**config.mk**
```make
export PLATFORM = sky130hd
export DESIGN_NAME = td_status_update
export DESIGN_NICKNAME = d
export VERILOG_FILES = /design/src/rtl/td_pkg.sv /design/src/rtl/td_token_decode.sv /design/src/rtl/td_outcome_eval.sv /design/src/rtl/td_status_update.sv
export SDC_FILE = /design/constraint.sdc
export NUM_CORES = 1
export LEC_CHECK = 0
export CAP_MARGIN = 20
export CORE_MARGIN = 3
export CORE_UTILIZATION = 35
export CTS_CLUSTER_SIZE = 24
export DETAILED_ROUTE_END_ITERATION = 16
export HOLD_SLACK_MARGIN = 0.06
export PLACE_DENSITY = 0.76
export SYNTH_ARGS = -nofsm -noshare
export SYNTH_HDL_FRONTEND = slang
export SYNTH_HIERARCHICAL = 1
export SYNTH_SLANG_ARGS = --single-unit
export TNS_END_PERCENT = 10
```
**constraint.sdc**
```tcl
create_clock -name clk -period 2.8 [get_ports clk]
set_clock_uncertainty 0.2 [all_clocks]
set_input_delay 0.28 -clock clk [delete_from_list [all_inputs] [get_ports clk]]
set_output_delay 0.28 -clock clk [all_outputs]
set_load 0.02 [all_outputs]
```
**src/rtl/td_pkg.sv**
```systemverilog
// Shared encodings for the transfer descriptor status updater.
// Assumes the 32-bit control/token layouts fixed by the schedule format.
package td_pkg;
    localparam int LEN_W = 11;
    localparam int CNT_W = LEN_W + 1;

    // control word bit positions
    localparam int B_TIMEOUT = 18;
    localparam int B_NAK     = 19;
    localparam int B_BABBLE  = 20;
    localparam int B_STALL   = 22;
    localparam int B_ACTIVE  = 23;
    localparam int B_IOC     = 24;
    localparam int B_ISO     = 25;
    localparam int B_ERR_LO  = 27;
    localparam int B_ERR_HI  = 28;
    localparam int B_SPD     = 29;

    localparam logic [7:0] PID_IN    = 8'h69;
    localparam logic [7:0] PID_OUT   = 8'hE1;
    localparam logic [7:0] PID_SETUP = 8'h2D;

    typedef enum logic [2:0] {
        RES_OK     = 3'd0,
        RES_STALL  = 3'd1,
        RES_NAK    = 3'd2,
        RES_BABBLE = 3'd3,
        RES_ERROR  = 3'd4
    } result_e;

    typedef enum logic [1:0] {
        DISP_ADVANCE = 2'd0,
        DISP_SKIP    = 2'd1,
        DISP_ABORT   = 2'd2
    } disp_e;
endpackage

```
**src/rtl/td_token_decode.sv**
```systemverilog
// Splits a descriptor token into the fields the transaction issuer needs.
// Assumes the length field uses the n-1 encoding, all ones meaning zero.
module td_token_decode
    import td_pkg::*;
(
    input  logic [31:0]      token_i,
    output logic [7:0]       pid_o,
    output logic [6:0]       dev_addr_o,
    output logic [3:0]       endp_o,
    output logic [LEN_W-1:0] max_len_o
);
    // field extraction and n-1 length conversion
    always_comb begin
        pid_o      = token_i[7:0];
        dev_addr_o = token_i[14:8];
        endp_o     = token_i[18:15];
        max_len_o  = token_i[31:21] + 1'b1;
    end
endmodule

```
**src/rtl/td_outcome_eval.sv**
```systemverilog
// Combinational update of a descriptor control word from a transaction result.
// Assumes inputs are stable while evaluated; produces word, disposition, causes.
module td_outcome_eval
    import td_pkg::*;
(
    input  logic [31:0]      ctrl_i,
    input  logic [7:0]       pid_i,
    input  logic [LEN_W-1:0] max_len_i,
    input  logic [2:0]       result_i,
    input  logic [CNT_W-1:0] count_i,
    output logic [31:0]      ctrl_o,
    output logic [1:0]       disp_o,
    output logic [1:0]       cause_o,
    output logic             usb_err_o,
    output logic             proc_err_o
);
    logic pid_ok, is_in, is_setup, err_path;
    logic [1:0] err_cnt;
    logic [CNT_W-1:0] max_ext;

    // identifier classification
    always_comb begin
        is_in    = (pid_i == PID_IN);
        is_setup = (pid_i == PID_SETUP);
        pid_ok   = is_in || is_setup || (pid_i == PID_OUT);
        max_ext  = {1'b0, max_len_i};
    end

    // outcome-driven rewrite of the control word
    always_comb begin
        ctrl_o     = ctrl_i;
        disp_o     = DISP_SKIP;
        cause_o    = 2'b00;
        usb_err_o  = 1'b0;
        proc_err_o = 1'b0;
        err_path   = 1'b0;
        err_cnt    = ctrl_i[B_ERR_HI:B_ERR_LO];
        if (!ctrl_i[B_ACTIVE]) begin
            disp_o = DISP_SKIP;
        end else if (!pid_ok) begin
            disp_o     = DISP_ABORT;
            proc_err_o = 1'b1;
        end else begin
            if (ctrl_i[B_IOC]) cause_o[0] = 1'b1;
            if (ctrl_i[B_ISO]) ctrl_o[B_ACTIVE] = 1'b0;
            case (result_i)
                RES_OK: begin
                    ctrl_o[LEN_W-1:0] = LEN_W'(count_i - 1'b1);
                    ctrl_o[B_ACTIVE]  = 1'b0;
                    ctrl_o[B_NAK]     = 1'b0;
                    disp_o            = DISP_ADVANCE;
                    if (is_in && (count_i > max_ext)) begin
                        ctrl_o[B_BABBLE] = 1'b1;
                        ctrl_o[B_STALL]  = 1'b1;
                        disp_o           = DISP_ABORT;
                    end else if (is_in && ctrl_i[B_SPD] && (count_i < max_ext)) begin
                        cause_o[1] = 1'b1;
                        disp_o     = DISP_SKIP;
                    end
                end
                RES_STALL: begin
                    ctrl_o[B_STALL]  = 1'b1;
                    ctrl_o[B_ACTIVE] = 1'b0;
                end
                RES_NAK: begin
                    ctrl_o[B_NAK] = 1'b1;
                    if (is_setup) err_path = 1'b1;
                end
                RES_BABBLE: begin
                    ctrl_o[B_BABBLE] = 1'b1;
                    ctrl_o[B_STALL]  = 1'b1;
                    ctrl_o[B_ACTIVE] = 1'b0;
                    disp_o           = DISP_ABORT;
                end
                default: err_path = 1'b1;
            endcase
            if (err_path) begin
                ctrl_o[B_TIMEOUT] = 1'b1;
                if (err_cnt != 2'd0) begin
                    err_cnt = err_cnt - 1'b1;
                    ctrl_o[B_ERR_HI:B_ERR_LO] = err_cnt;
                    if (err_cnt == 2'd0) begin
                        ctrl_o[B_ACTIVE] = 1'b0;
                        usb_err_o        = 1'b1;
                    end
                end
            end
        end
    end
endmodule

```
**src/rtl/td_status_update.sv**
```systemverilog
// Top of the descriptor status updater: live token decode plus a registered
// status update loaded by a start strobe. Assumes one update per start.
module td_status_update
    import td_pkg::*;
(
    input  logic             clk,
    input  logic             rst_n,
    input  logic             start_i,
    input  logic [31:0]      ctrl_i,
    input  logic [31:0]      token_i,
    input  logic [2:0]       result_i,
    input  logic [CNT_W-1:0] count_i,
    output logic [7:0]       pid_o,
    output logic [6:0]       dev_addr_o,
    output logic [3:0]       endp_o,
    output logic [LEN_W-1:0] max_len_o,
    output logic             done_o,
    output logic [31:0]      ctrl_o,
    output logic [1:0]       disp_o,
    output logic [1:0]       int_cause_o,
    output logic             usb_err_o,
    output logic             proc_err_o
);
    logic [31:0] nxt_ctrl;
    logic [1:0]  nxt_disp, nxt_cause;
    logic        nxt_uerr, nxt_perr;

    td_token_decode i_dec (
        .token_i    (token_i),
        .pid_o      (pid_o),
        .dev_addr_o (dev_addr_o),
        .endp_o     (endp_o),
        .max_len_o  (max_len_o)
    );

    td_outcome_eval i_eval (
        .ctrl_i     (ctrl_i),
        .pid_i      (pid_o),
        .max_len_i  (max_len_o),
        .result_i   (result_i),
        .count_i    (count_i),
        .ctrl_o     (nxt_ctrl),
        .disp_o     (nxt_disp),
        .cause_o    (nxt_cause),
        .usb_err_o  (nxt_uerr),
        .proc_err_o (nxt_perr)
    );

    // result registers, loaded on start, done pulse one cycle later
    always_ff @(posedge clk) begin
        if (!rst_n) begin
            done_o      <= 1'b0;
            ctrl_o      <= '0;
            disp_o      <= '0;
            int_cause_o <= '0;
            usb_err_o   <= 1'b0;
            proc_err_o  <= 1'b0;
        end else begin
            done_o <= start_i;
            if (start_i) begin
                ctrl_o      <= nxt_ctrl;
                disp_o      <= nxt_disp;
                int_cause_o <= nxt_cause;
                usb_err_o   <= nxt_uerr;
                proc_err_o  <= nxt_perr;
            end
        end
    end
endmodule

```
==> results of run 1 <==
## metal layers
layer,up-vias,GRT usage,share of wire
li1,1253,-,-
met1,1121,0.206,0.42
met2,88,0.286,0.49
met3,16,0.0410,0.068
met4,0,0.0589,0.023
met5,-,0,0
## registers in the layout, summed over array words and instances, names as in the netlist
name         flops
ctrl_o          32
disp_o           2
int_cause_o      2
done_o           1
proc_err_o       1
usb_err_o        1
## metrics by stage
stage | TNS [ns] | setup slack [ns] | utilization | hold WS, ns | power, W
floorplan | -0.127 | -0.0726 | - | 0.314 | 0.000885
global placement | -1.78 | -0.431 | 0.546 | 0.296 | 0.00110
detailed placement | -2.35 | -0.576 | 0.546 | 0.306 | 0.00111
CTS | 0 | 0.0237 | 0.568 | 0.330 | 0.00159
global route | 0 | 0.00802 | 0.567 | 0.348 | 0.00166
finish | 0 | 0.0909 | 0.567 | 0.321 | 0.00158
## Yosys cell counts, types with 3 or more instances
master / instances
nor3_1: 6
nor2b_1: 44
mux2_2: 11
a21o_1: 3
xor2_1: 9
nand3_1: 6
nor2_1: 10
buf_4: 37
nand4_1: 7
mux2i_1: 39
nor4_1: 3
xnor2_1: 9
inv_1: 15
nand2_1: 6
dfxtp_1: 39
ha_1: 13
a21oi_1: 5
clkbuf_1: 3
## cell type report
class                           count  area, µm²  area share
Multi-Input combinational cell    204       1700       0.401
Inverter                           15       56.3      0.0133
Timing Repair Buffer              159       1470       0.345
Clock buffer                        5       68.8      0.0162
Tap cell                           99        124      0.0292
Clock inverter                      3       43.8      0.0103
Sequential cell                    39        781       0.184
## worst max-delay path: stages
cell	delay, ns
clkbuf_2	0.10
and4_4	0.24
buf_4	0.12
nand4_1	0.13
xnor2_2	0.20
inv_1	0.07
ha_1	0.28
a211o_1	0.31
buf_4	0.14
or3_4	0.36
o311ai_2	0.27
mux2i_1	0.11
nor2b_1	0.13
## power by group through the flow
stage | Combinational [W] | Clock, W | Sequential, W
2_1_floorplan | 0.000235 | 0 | 0.000649
3_3_place_gp | 0.000486 | 0 | 0.000612
3_5_place_dp | 0.000496 | 0 | 0.000613
4_1_cts | 0.000503 | 0.000488 | 0.000601
5_1_grt | 0.000541 | 0.000517 | 0.000605
6_report | 0.000501 | 0.000473 | 0.000601
## worst max-delay path by stage
| stage | from | endpoint | slack (ns) |
|---|---|---|---|
| 2_1_floorplan | token_i[26] | disp_o[0] | -0.07 |
| 3_3_place_gp | token_i[26] | disp_o[0] | -0.43 |
| 3_5_place_dp | token_i[26] | disp_o[0] | -0.58 |
| 4_1_cts | token_i[24] | int_cause_o[1] | 0.02 |
| 5_1_grt | token_i[24] | disp_o[0] | 0.008 |
| 6_report | token_i[24] | disp_o[0] | 0.09 |
## cells in the final DEF (no fill, tap or decap), types with 9 or more instances in the layout
cell and count:
dfxtp_1 39, ha_1 11, buf_4 32, clkbuf_2 9
mux2_2 11, mux2i_1 39, nor2_1 10, inv_1 15
nor2b_1 44, clkdlybuf4s50_1 115, xor2_1 9
## kinds of logic (layout without fill, tap and decap cells)
family          count (synthesis)  count (layout)  synth area share
simple gates                  102             102             0.228
buf+inv                        58             182             0.139
mux                            50              50             0.185
flops                          39              39             0.281
compound gates                 21              21            0.0531
xor+xnor                       18              18            0.0567
fa+ha+maj                      13              13            0.0585
## repair_timing
item | CTS | global route
setup buffers | 3 | 0
resized for setup | 15 | 23
cloned | 0 | 0
pin swaps | 11 | 9
hold buffers | 0 | 0
endpoints found under the setup margin | 5 | 5
==> summary.txt, run 1 <==
Layout
  • Non-filler cells, final: 524
  • Area growth, synth to finish: 52.5%
  • Fin area: 0.00424 mm²
  • Layout cells sized above 1: 0.200
  • Filler Cell Count: 671
  • Antenna Diode Count: 0
  • Nets: 519

Placed design
  • Area after DPL: 0.00408 mm²
  • # port buffers: 126
  • RePlAce Congestion: 0.818
  • Hpwl dp: 6130 µm
  • Placed cells: 513

Synth
  • Post-synthesis net count: 396
  • Yosys warns: 6
  • #FFs+latches synth: 39
  • Seq/Total Area, Yosys: 0.281
  • Unique cell type count in the Yosys netlist: between 40 and 50
  • Cells after Synth: about 300
  • Top_reg_cell synth: dfxtp_1
  • Synth top area share: 0.281
  • Syn Area/Cell: 9.24 µm²
  • Post-synth EDFFs: 0
  • Netlist Area Pre-Place: 0.00278 mm²
  • Synth area leader: dfxtp_1
  • Top cells by area, synth: dfxtp_1 (28%), mux2i_1 (14%), buf_4 (10%), nor2b_1 (9.9%), ha_1 (5.8%)
  • Ys async rst share: 0

Min path
  • Critical hold path startpoint: int_cause_o[0]
  • Hold Path Depth: 2
  • Worst Hold End: int_cause_o[0]
  • Worst min path class: flip-flop to flip-flop

Floorplanning
  • Die area: 0.00905 mm²
  • Rows: 31
  • Initial Util: 0.372
  • Die H: 95.1 µm
  • Core Area: 0.00749 mm²
  • Die Wd: 95.1 µm
  • I/O pin total: 151

Power
  • Sequential group share of total power: 0.381
  • Maximum VDD drop: 0.216 mV
  • Clock power frac: 0.300
  • Pint: roughly 0.0011 W
  • Power per cell area: around 370 mW/mm²
  • Pleak: 1.80 nW
  • Logic pwr share: 0.318
  • Sw frac: 0.282
  • P_sw: 0.000443 W

Timing
  • Final setup fails: 0
  • Min Tclk post-route: 2.71 ns
  • Worst Max-Slew Pin Slew: ~0.76 ns
  • Fin crit share: 0.968
  • Fmax: 0.369 GHz
  • Max-slew violation count: 0
  • RSZ-0062 raised after global routing: no
  • Max_slew headroom: 0.492
  • Fin. Hold Viols: 0

Clock network
  • Register clock-pin slew on the reported worst setup and hold paths: approximately 0.090 ns
  • H-tree level count: 2
  • TritonCTS Buffers: 5
  • Clock Tree Buf Depth: 2
  • Clk_lat worst skew: around 0.28 ns
  • Clk root buf: clkbuf_8
  • CTS Sinks: 39
  • CTS tree: done

GRT
  • GRT overflow: 0
  • Tot GR Track Use: 0.168
  • Initial antenna violation count: 0
  • Largest net degree at the start of global routing: 40
  • Global-route wire length before repair: 12100 µm
  • Vias in the first global route: 2547

Routing
  • Vias post-DR: 2478
  • Final ANT Viol Nets: 0
  • Routed WL per cell: 14.7 µm
  • DRT iter0 DRCs: 42
  • Remaining DRCs: 0
  • Via/cell ratio: around 4.7
  • Drt pass-1 iters: 4
  • Wirelength, routed: 7730 µm

Run status
  • Status: complete, no violations

Critical path
  • Critical Path RT: between 2 and 3 ns
  • Reg2reg end: disp_o[0]
  • CP Launch Type: primary input
  • Element type at the critical path end: flip-flop
  • Kind of critical path: primary input to flip-flop
  • Worst reg2reg path depth: 2
  • Worst Path Arrival: 2.74 ns
  • Worst r2r src: disp_o[0]
  • Critical-path maximum fanout: 3
  • Reg2reg setup slack: 1.97 ns

Job
  • Max Cap Viol: 0
Note: power is estimated with default switching activity, not from simulation.
==> run 2: changes to the inputs <==
--- a/config.mk
+++ b/config.mk
@@ -8,10 +8,13 @@
 export CAP_MARGIN = 20
 export CORE_MARGIN = 3
 export CORE_UTILIZATION = 35
+export CTS_CLUSTER_DIAMETER = 40
 export CTS_CLUSTER_SIZE = 24
 export DETAILED_ROUTE_END_ITERATION = 16
+export GPL_ROUTABILITY_DRIVEN = 0
 export HOLD_SLACK_MARGIN = 0.06
 export PLACE_DENSITY = 0.76
+export SLEW_MARGIN = 40
 export SYNTH_ARGS = -nofsm -noshare
 export SYNTH_HDL_FRONTEND = slang
 export SYNTH_HIERARCHICAL = 1
==> results of run 2 <==
Final layout, timing and power as in run 1 (identical DEF).
